<file path="config.mk">
export PLATFORM = sky130hd
export DESIGN_NAME = line_irq_ctrl
export DESIGN_NICKNAME = d
export VERILOG_FILES = /design/src/rtl/line_irq_pkg.sv /design/src/rtl/line_mag.sv /design/src/rtl/line_xing_det.sv /design/src/rtl/irq_flag_bank.sv /design/src/rtl/irq_pin_drv.sv /design/src/rtl/line_irq_ctrl.sv
export SDC_FILE = /design/constraint.sdc
export NUM_CORES = 1
export LEC_CHECK = 0
export ABC_AREA = 1
export ABC_CLOCK_PERIOD_IN_PS = 2000
export BUFFER_PORTS_ARGS = -buffer_cell sky130_fd_sc_hd__buf_2
export CAP_MARGIN = 5
export CORE_MARGIN = 3
export CORE_UTILIZATION = 47
export CTS_BUF_LIST = sky130_fd_sc_hd__clkbuf_4 sky130_fd_sc_hd__clkbuf_8 sky130_fd_sc_hd__clkbuf_16
export CTS_CLUSTER_DIAMETER = 30
export CTS_CLUSTER_SIZE = 28
export DETAILED_ROUTE_END_ITERATION = 12
export PLACE_DENSITY = 0.86
export SYNTH_ARGS = -nofsm -noshare
export SYNTH_HDL_FRONTEND = slang
export SYNTH_SLANG_ARGS = --single-unit
</file>
<file path="constraint.sdc">
create_clock -name clk -period 2 [get_ports clk]
set_clock_uncertainty 0.05 [all_clocks]
set_input_delay 0.1 -clock clk [delete_from_list [all_inputs] [get_ports clk]]
set_output_delay 0.1 -clock clk [all_outputs]
set_load 0.05 [all_outputs]
</file>
<file path="src/rtl/line_irq_pkg.sv">
package line_irq_pkg;
    typedef enum logic [1:0] {
        ST_VOID  = 2'd0,
        ST_UNDER = 2'd1,
        ST_OVER  = 2'd2
    } lvl_state_t;
endpackage

</file>
<file path="src/rtl/line_mag.sv">
module line_mag #(
    parameter int SMP_W = 8
) (
    input  logic             sel_i,
    input  logic [SMP_W-1:0] volt_i,
    input  logic [SMP_W-1:0] curr_i,
    output logic [SMP_W-1:0] mag_o
);
    localparam logic [SMP_W-1:0] MOST_NEG = {1'b1, {(SMP_W-1){1'b0}}};
    localparam logic [SMP_W-1:0] MOST_POS = {1'b0, {(SMP_W-1){1'b1}}};

    logic [SMP_W-1:0] pick;

    always_comb begin
        pick = sel_i ? curr_i : volt_i;
        if (pick == MOST_NEG)
            mag_o = MOST_POS;
        else if (pick[SMP_W-1])
            mag_o = ~pick + 1'b1;
        else
            mag_o = pick;
    end
endmodule

</file>
<file path="src/rtl/line_xing_det.sv">
module line_xing_det
    import line_irq_pkg::*;
#(
    parameter int SMP_W = 8,
    parameter int THR_W = 8
) (
    input  logic             clk,
    input  logic             rst_n,
    input  logic             vld_i,
    input  logic [SMP_W-1:0] mag_i,
    input  logic [THR_W-1:0] thr_i,
    input  logic             dir_fall_i,
    output logic             xing_o
);
    localparam int CMP_W = (SMP_W > THR_W) ? SMP_W : THR_W;

    lvl_state_t state_q, state_d;
    logic       over;

    assign over = CMP_W'(mag_i) > CMP_W'(thr_i);

    always_ff @(posedge clk or negedge rst_n) begin
        if (!rst_n)
            state_q <= ST_VOID;
        else
            state_q <= state_d;
    end

    always_comb begin
        state_d = state_q;
        xing_o  = 1'b0;
        if (vld_i) begin
            unique case (state_q)
                ST_VOID: begin
                    state_d = over ? ST_OVER : ST_UNDER;
                end
                ST_UNDER: begin
                    if (over) begin
                        state_d = ST_OVER;
                        xing_o  = !dir_fall_i;
                    end
                end
                ST_OVER: begin
                    if (!over) begin
                        state_d = ST_UNDER;
                        xing_o  = dir_fall_i;
                    end
                end
                default: begin
                    state_d = ST_VOID;
                end
            endcase
        end
    end
endmodule

</file>
<file path="src/rtl/irq_flag_bank.sv">
module irq_flag_bank #(
    parameter int NUM_SRC = 7
) (
    input  logic               clk,
    input  logic               rst_n,
    input  logic [NUM_SRC-1:0] set_i,
    input  logic               clr_we_i,
    input  logic [NUM_SRC-1:0] clr_mask_i,
    output logic [NUM_SRC-1:0] flags_o
);
    for (genvar k = 0; k < NUM_SRC; k++) begin : g_flag
        always_ff @(posedge clk or negedge rst_n) begin
            if (!rst_n)
                flags_o[k] <= 1'b0;
            else if (set_i[k])
                flags_o[k] <= 1'b1;
            else if (clr_we_i && clr_mask_i[k])
                flags_o[k] <= 1'b0;
        end
    end
endmodule

</file>
<file path="src/rtl/irq_pin_drv.sv">
module irq_pin_drv #(
    parameter int NUM_SRC = 7
) (
    input  logic [NUM_SRC-1:0] flags_i,
    input  logic [NUM_SRC-1:0] en_i,
    input  logic               irq_en_i,
    input  logic               irq_pol_i,
    input  logic               alt_out_i,
    output logic               pin_o,
    output logic               pin_oe_o
);
    logic pending;

    always_comb begin
        pending = |(flags_i & en_i);
        if (irq_en_i) begin
            pin_o    = irq_pol_i;
            pin_oe_o = pending;
        end else begin
            pin_o    = alt_out_i;
            pin_oe_o = 1'b1;
        end
    end
endmodule

</file>
<file path="src/rtl/line_irq_ctrl.sv">
module line_irq_ctrl #(
    parameter int NUM_EXT = 6,
    parameter int SMP_W   = 8,
    parameter int THR_W   = 8
) (
    input  logic                 clk,
    input  logic                 rst_n,
    input  logic [NUM_EXT-1:0]   evt_i,
    input  logic                 smp_vld_i,
    input  logic [SMP_W-1:0]     volt_smp_i,
    input  logic [SMP_W-1:0]     curr_smp_i,
    input  logic                 src_sel_i,
    input  logic [THR_W-1:0]     thr_i,
    input  logic                 dir_fall_i,
    input  logic [NUM_EXT:0]     src_en_i,
    input  logic                 irq_en_i,
    input  logic                 irq_pol_i,
    input  logic                 alt_out_i,
    input  logic                 clr_we_i,
    input  logic [NUM_EXT:0]     clr_mask_i,
    output logic [NUM_EXT:0]     flags_o,
    output logic                 pin_o,
    output logic                 pin_oe_o
);
    localparam int NUM_SRC = NUM_EXT + 1;

    logic [SMP_W-1:0]   mag;
    logic               xing_evt;
    logic [NUM_SRC-1:0] set_vec;

    line_mag #(.SMP_W(SMP_W)) i_mag (
        .sel_i  (src_sel_i),
        .volt_i (volt_smp_i),
        .curr_i (curr_smp_i),
        .mag_o  (mag)
    );

    line_xing_det #(.SMP_W(SMP_W), .THR_W(THR_W)) i_det (
        .clk        (clk),
        .rst_n      (rst_n),
        .vld_i      (smp_vld_i),
        .mag_i      (mag),
        .thr_i      (thr_i),
        .dir_fall_i (dir_fall_i),
        .xing_o     (xing_evt)
    );

    assign set_vec = {xing_evt, evt_i};

    irq_flag_bank #(.NUM_SRC(NUM_SRC)) i_flags (
        .clk        (clk),
        .rst_n      (rst_n),
        .set_i      (set_vec),
        .clr_we_i   (clr_we_i),
        .clr_mask_i (clr_mask_i),
        .flags_o    (flags_o)
    );

    irq_pin_drv #(.NUM_SRC(NUM_SRC)) i_pin (
        .flags_i   (flags_o),
        .en_i      (src_en_i),
        .irq_en_i  (irq_en_i),
        .irq_pol_i (irq_pol_i),
        .alt_out_i (alt_out_i),
        .pin_o     (pin_o),
        .pin_oe_o  (pin_oe_o)
    );
endmodule

</file>
; After elaboration in Yosys (flattened, before gate mapping)
; Index checks and enable logic that the tools add are counted.
[totals]
out_inout_bits = 9
elab_cells = 62
in_bits = 53
regBits = 9
[op_classes]
order_cmp = 1
n_mux = 27
bitwise = 2
add_sub_neg = 1
reduce_logical = 18
eq_ne = 5
[op_table]
columns = operator, n
row1 = $mux 8, 3
row2 = $mux 1, 19
row3 = $reduce_bool 2->1, 7
row4 = $add 8x1->8 const B, 1
row5 = $eq 8x8->1 const B, 1
row6 = $gt 8x8->1, 1
row7 = $not 8->8, 1
row8 = $and 7x7->7, 1
row9 = $logic_and 1x1->1, 7
row10 = $reduce_or 7->1, 1
row11 = $mux 2, 3
row12 = $pmux 2 s3, 1
row13 = $reduce_and 3->1, 1
row14 = $eq 2x1->1 const B, 1
row15 = $eq 2x2->1 const B, 1
row16 = $logic_not 2->1, 1
row17 = $ne 2x1->1 const B, 1
row18 = $ne 2x2->1 const B, 1
row19 = $pmux 1 s2, 1
row20 = $logic_not 1->1, 1

; Longest topological paths before layout
[depth]
depth_word = 10
mapped_depth = 24
mapped_depth_nobuf = 23

; By module
; Synthesis repeated with hierarchy kept, for this count alone.
[unflattened]
hier_cells = 189
hier_area_um2 = 1146.1
[modules_own_cells]
columns = module, instances, seq_area_each_um2, cells_per_inst, area_per_inst_um2
row1 = line_xing_det, 1, 50.0, 67, 444.2
row2 = line_mag, 1, 0.0, 70, 356.6
row3 = irq_flag_bank, 1, 175.2, 35, 280.3
row4 = irq_pin_drv, 1, 0.0, 17, 65.1

; Least setup slack after synthesis
; No wires, ideal clock.
[synth_timing]
path_type = in2reg
start = in src_sel_i
end = reg i_det.state_q[0]
t_required_ps = 1885
slack_ps = -226
setup_time_ps = 65
stages = 22
arrival_ps = 2111
n_path_buf = 1
cell_sequence = buf_6 or2_1 o21ai_2 ha_1 nand3_1 inv_1 nand2_2 nor2_4 inv_2 o211ai_1 ha_1 nand2_1 nand2_1 nand2_1 nand2_1 nand2_1 nand2_1 nand3_1 nand2_1 nor2_1 nand2_1 nand2_1
[synth_via]
elab_chain_cells = 8
elab_cells_between_ends = 12
classes_between = 1 x add/sub / 1 x order compare / 3 x eq/ne / 5 x mux / 1 x bitwise / 1 x reduce/logical
[synth_lines]
columns = element, line_no
row1 = from (decl), line_irq_ctrl.sv:12  ; input logic src_sel_i,
row2 = $mux 8 (*), line_mag.sv:15  ; pick = sel_i ? curr_i : volt_i;
row3 = $not 8->8, line_mag.sv:19  ; mag_o = ~pick + 1'b1;
row4 = $add 8x1->8, line_mag.sv:19
row5 = $mux 8, line_mag.sv:18  ; else if (pick[SMP_W-1])
row6 = $mux 8 (*), line_mag.sv:16  ; if (pick == MOST_NEG)
row7 = $gt 8x8->1 (*), line_xing_det.sv:20  ; assign over = CMP_W'(mag_i) > CMP_W'(thr_i);
row8 = $mux 2 (tied with other cells), line_xing_det.sv:35  ; state_d = over ? ST_OVER : ST_UNDER;
row9 = $pmux 2 s3 or $reduce_and 3->1 (tied branches), --
row10 = to (signal assigned), line_xing_det.sv:26  ; state_q <= state_d;
row11 = to (decl), line_xing_det.sv:17  ; lvl_state_t state_q, state_d;
; Mark *: on every way between the ends. The rest lies on a longest branch, timed or not.
; A chain may end at the register's enable or synchronous reset.

; Final worst setup path
[layout_timing]
start = in src_sel_i
end = reg i_det.state_q[1]
; Same word-level chain as after synthesis.

==> out/metrics.csv <==
stage,metric,value,unit
critical_path,rrSetupSlack,0.62,ns
timing,grt_setup_unrepaired,yes,
drt,dr_total_vias,1496,
logic_synthesis,syn_nets,221,
critical_path,crit_path_start_kind,primary input,
power,vdd_drop_max,0.561,mV
critical_path,reg2reg_depth,7,
logic_synthesis,synth_area,0.00104,mm^2
global_route,grt_max_degree,10,
clock_network,clk_path_buf_depth,2,
cells_and_area,final_area,0.00171,mm^2
global_route,grt_pass1_vias,1427,
drt,firstDrtPassIters,4,
timing,fin_crit_sh,115,%
logic_synthesis,ys_seq_elements,9,
critical_path,max_stage_delay,0.22,ns
critical_path,r2r-end,i_det.state_q[1],
critical_path,worst_path_max_delay_cell,ha_2,
placed_design,port_buffers,61,
clock_network,cts_tree,done,
global_route,grt_overflow,0,
timing,setup_tns,-0.833,ns
critical_path,crit_fanout,6,
cells_and_area,final-seq-area,225,um^2
timing,fin_ws,-0.294,ns
logic_synthesis,yosys.area.top_type,dfrtp_1,
critical_path,worstPathArrival,2.41,ns
timing,maxSlewHeadroom,80.7,%
cells_and_area,fillers,114,
clock_network,cts_buffers,3,
drt,ant_nets,0,
placed_design,gp_congestion,0.872,
placed_design,placed_area,0.00147,mm^2
clock_network,htreeDepth,1,
logic_synthesis,yosysUniqueCellTypes,27,
logic_synthesis,synth.area.top_cells,"dfrtp_1 (22%), nand2_1 (20%), ha_1 (14%), inv_1 (8.0%), nand3_1 (5.3%)",
floorplan,core_area,0.00202,mm^2
cells_and_area,areaGrowthSynthToFinish,65.3,%
timing,min_period,2.29,ns
clock_network,clk_pin_slew_worst_paths,0.06,ns
power,p_leak,1.01,nW
status,status,"complete, but fails checks",
global_route,grt_pass1_wl,6350,um
status,failed_checks,setup timing,
cells_and_area,n_antenna_cell,0,
timing,hold_viol,0,
clock_network,cts_root_buffer,clkbuf_4,
cells_and_area,multi_input_area,756,um^2
floorplan,ioPinCount,62,
critical_path,cp-end-kind,flop,
critical_path,r2r_start,i_det.state_q[1],
drt,post_drt_via_cell_ratio,5.40,
critical_path,crit_required,2.11,ns
global_route,antenna_found_initial,0,
logic_synthesis,synth_top_cell_area_share,21.7,%
timing,max_freq,436,MHz
timing,worst_slew_pin_slew,0.287,ns
cells_and_area,nNetsFinal,316,
drt,routed_wl,4520,um
hold_path,hp-class,primary input to flop,
floorplan,start_util,51.2,%
timing,setup_violations,3,
floorplan,die_area,0.00280,mm^2
cells_and_area,drive_gt1_share,45.2,%
logic_synthesis,synth_warnings,0,
job,maxCapViolCount,0,
logic_synthesis,synth-seq-area-share,21.7,%
critical_path,path_cells,buf_12 -> or2_1 -> o21ai_2 -> ha_2 -> nand3_2 -> inv_2 -> nand2_4 -> nor2_4 -> inv_2 -> buf_4 -> nand3_1 -> ha_1 -> nand2_1 -> nor2_2 -> nand4_1 -> buf_4 -> a21oi_2 -> nor2_2 -> nand2_1 -> nand2_1,
critical_path,critical_path.startpoint,src_sel_i,
floorplan,die_w,53.0,um
floorplan,rows,16,
clock_network,insertion_delay,0.27,ns
drt,remaining_drc_errors,0,
critical_path,cpMostUsedCell,nand2_1,
global_route,grt_usage,31.1,%
drt,wl_per_cell,16.3,um
critical_path,path_class,primary input to flop,
timing,final_max_slew_viol_count,0,
logic_synthesis,postSynthCellCount,156,
critical_path,endpoint,i_det.state_q[1],
placed_design,dp_hpwl,2750,um
power,p_per_area,593,mW/mm^2
clock_network,cts_sinks,9,
floorplan,die_h,53.0,um
logic_synthesis,synth.avg_cell_area,6.64,um^2
drt,first_iter_violations,68,
==> through the flow <==
step | utilization (%) | cells | power (mW) | hold slack, ns | setup WS [ns]
detailed placement | 72.8 | 256 | 0.729 | -0.0919 | -0.495
global placement | 72.8 | 256 | 0.699 | -0.0977 | -0.380
finish | 84.7 | 277 | 1.02 | 0.0556 | -0.294
CTS | 81.1 | 272 | 0.916 | 0.0580 | -0.140
floorplan | - | 156 | 0.568 | -0.246 | -0.198
global route | 84.7 | 277 | 1.08 | 0.0766 | -0.454
==> flip-flops by register name, indices dropped and copies added, names as in the netlist <==
name and cells:
i_flags.flags_o 7, i_det.state_q 2
==> cell usage in the layout, fill, tap and decap left out, types with 2 or more instances in the layout <==
cell type	count
a221oi_1	2
inv_2	2
inv_1	21
o21ai_0	2
buf_4	24
dfrtp_1	9
nor2_1	5
a21oi_2	3
ha_1	11
nand2_4	4
nand2_1	51
nor2_2	3
a21o_1	7
clkbuf_4	4
nand3_1	7
nand2_2	3
nand4_1	4
buf_2	60
o21ai_1	3
dlygate4sd3_1	7
nand3_2	4
or2_1	2
==> how the worst min path moves through the flow <==
stage,start,endpoint,slack [ns],depth (start not counted)
2_1_floorplan,rst_n,i_det.state_q[0],-0.25,0
3_3_place_gp,rst_n,i_flags.flags_o[0],-0.1,1
3_5_place_dp,rst_n,i_flags.flags_o[0],-0.09,1
4_1_cts,clr_mask_i[6],i_flags.flags_o[6],0.06,4
5_1_grt,clr_mask_i[2],i_flags.flags_o[2],0.08,3
6_report,clr_mask_i[1],i_flags.flags_o[1],0.06,3
==> timing repair <==
item / CTS / global route
setup endpoints to repair: 3 / 3
pin swaps: 15 / 11
buffers inserted: 5 / 5
endpoints found under the hold margin: 15 / 0
gates resized for setup: 9 / 10
hold buffers: 7 / 0
==> metal layers <==
metal / GRT usage, % / share of wire, % / wire, um / vias to the layer above
met5: 0 / 0 / 0 / -
met4: 18.3 / 4.6 / 206 / 0
met3: 3.38 / 6.6 / 297 / 24
met2: 57.4 / 55 / 2470 / 98
met1: 33.6 / 34 / 1550 / 677
li1: - / - / - / 697
==> kinds of logic (layout without fill, tap and decap cells) <==
family	Yosys count	after routing	share of synthesized area [%]
fa+ha+maj	12	12	14.5
flops	9	9	21.7
mux	2	2	2.05
buf+inv	26	120	11.6
simple gates	85	85	35.5
compound gates	22	22	14.6
==> report_power, final <==
part / internal, mW / total, mW / switching (mW)
combinational: 0.242 / 0.598 / 0.356
sequential: 0.214 / 0.251 / 0.0365
clock: 0.0909 / 0.166 / 0.0754
total: 0.547 / 1.02 / 0.468
==> cell usage after synthesis (all sizes together) <==
library cell and instances:
a21o 7, a21oi 4, a221oi 2, a22o 1, buf 2, dfrtp 9, ha 12, inv 24
mux2 1, mux2i 1, nand2 58, nand3 11, nand4 4, nor2 9, nor4 1, o211ai 1
o21a 1, o21ai 6, or2 2
==> critical path: cells and delay by family <==
family / cells / cell delay, ns
AO/OA/AOI/OAI: 2 / 0.27
adder cells (fa/ha/maj): 2 / 0.34
buffers and inverters: 5 / 0.61
AND/OR/NAND/NOR: 11 / 1.08
==> cell type report <==
type | count | share of cell area (%)
multi-input cells | 121 | 44.1
repair buffers | 92 | 33.3
flip-flops and latches | 9 | 13.1
inverters | 24 | 5.70
well taps | 27 | 1.97
clock buffers | 4 | 1.75
Note: power is estimated with default switching activity, not from simulation.
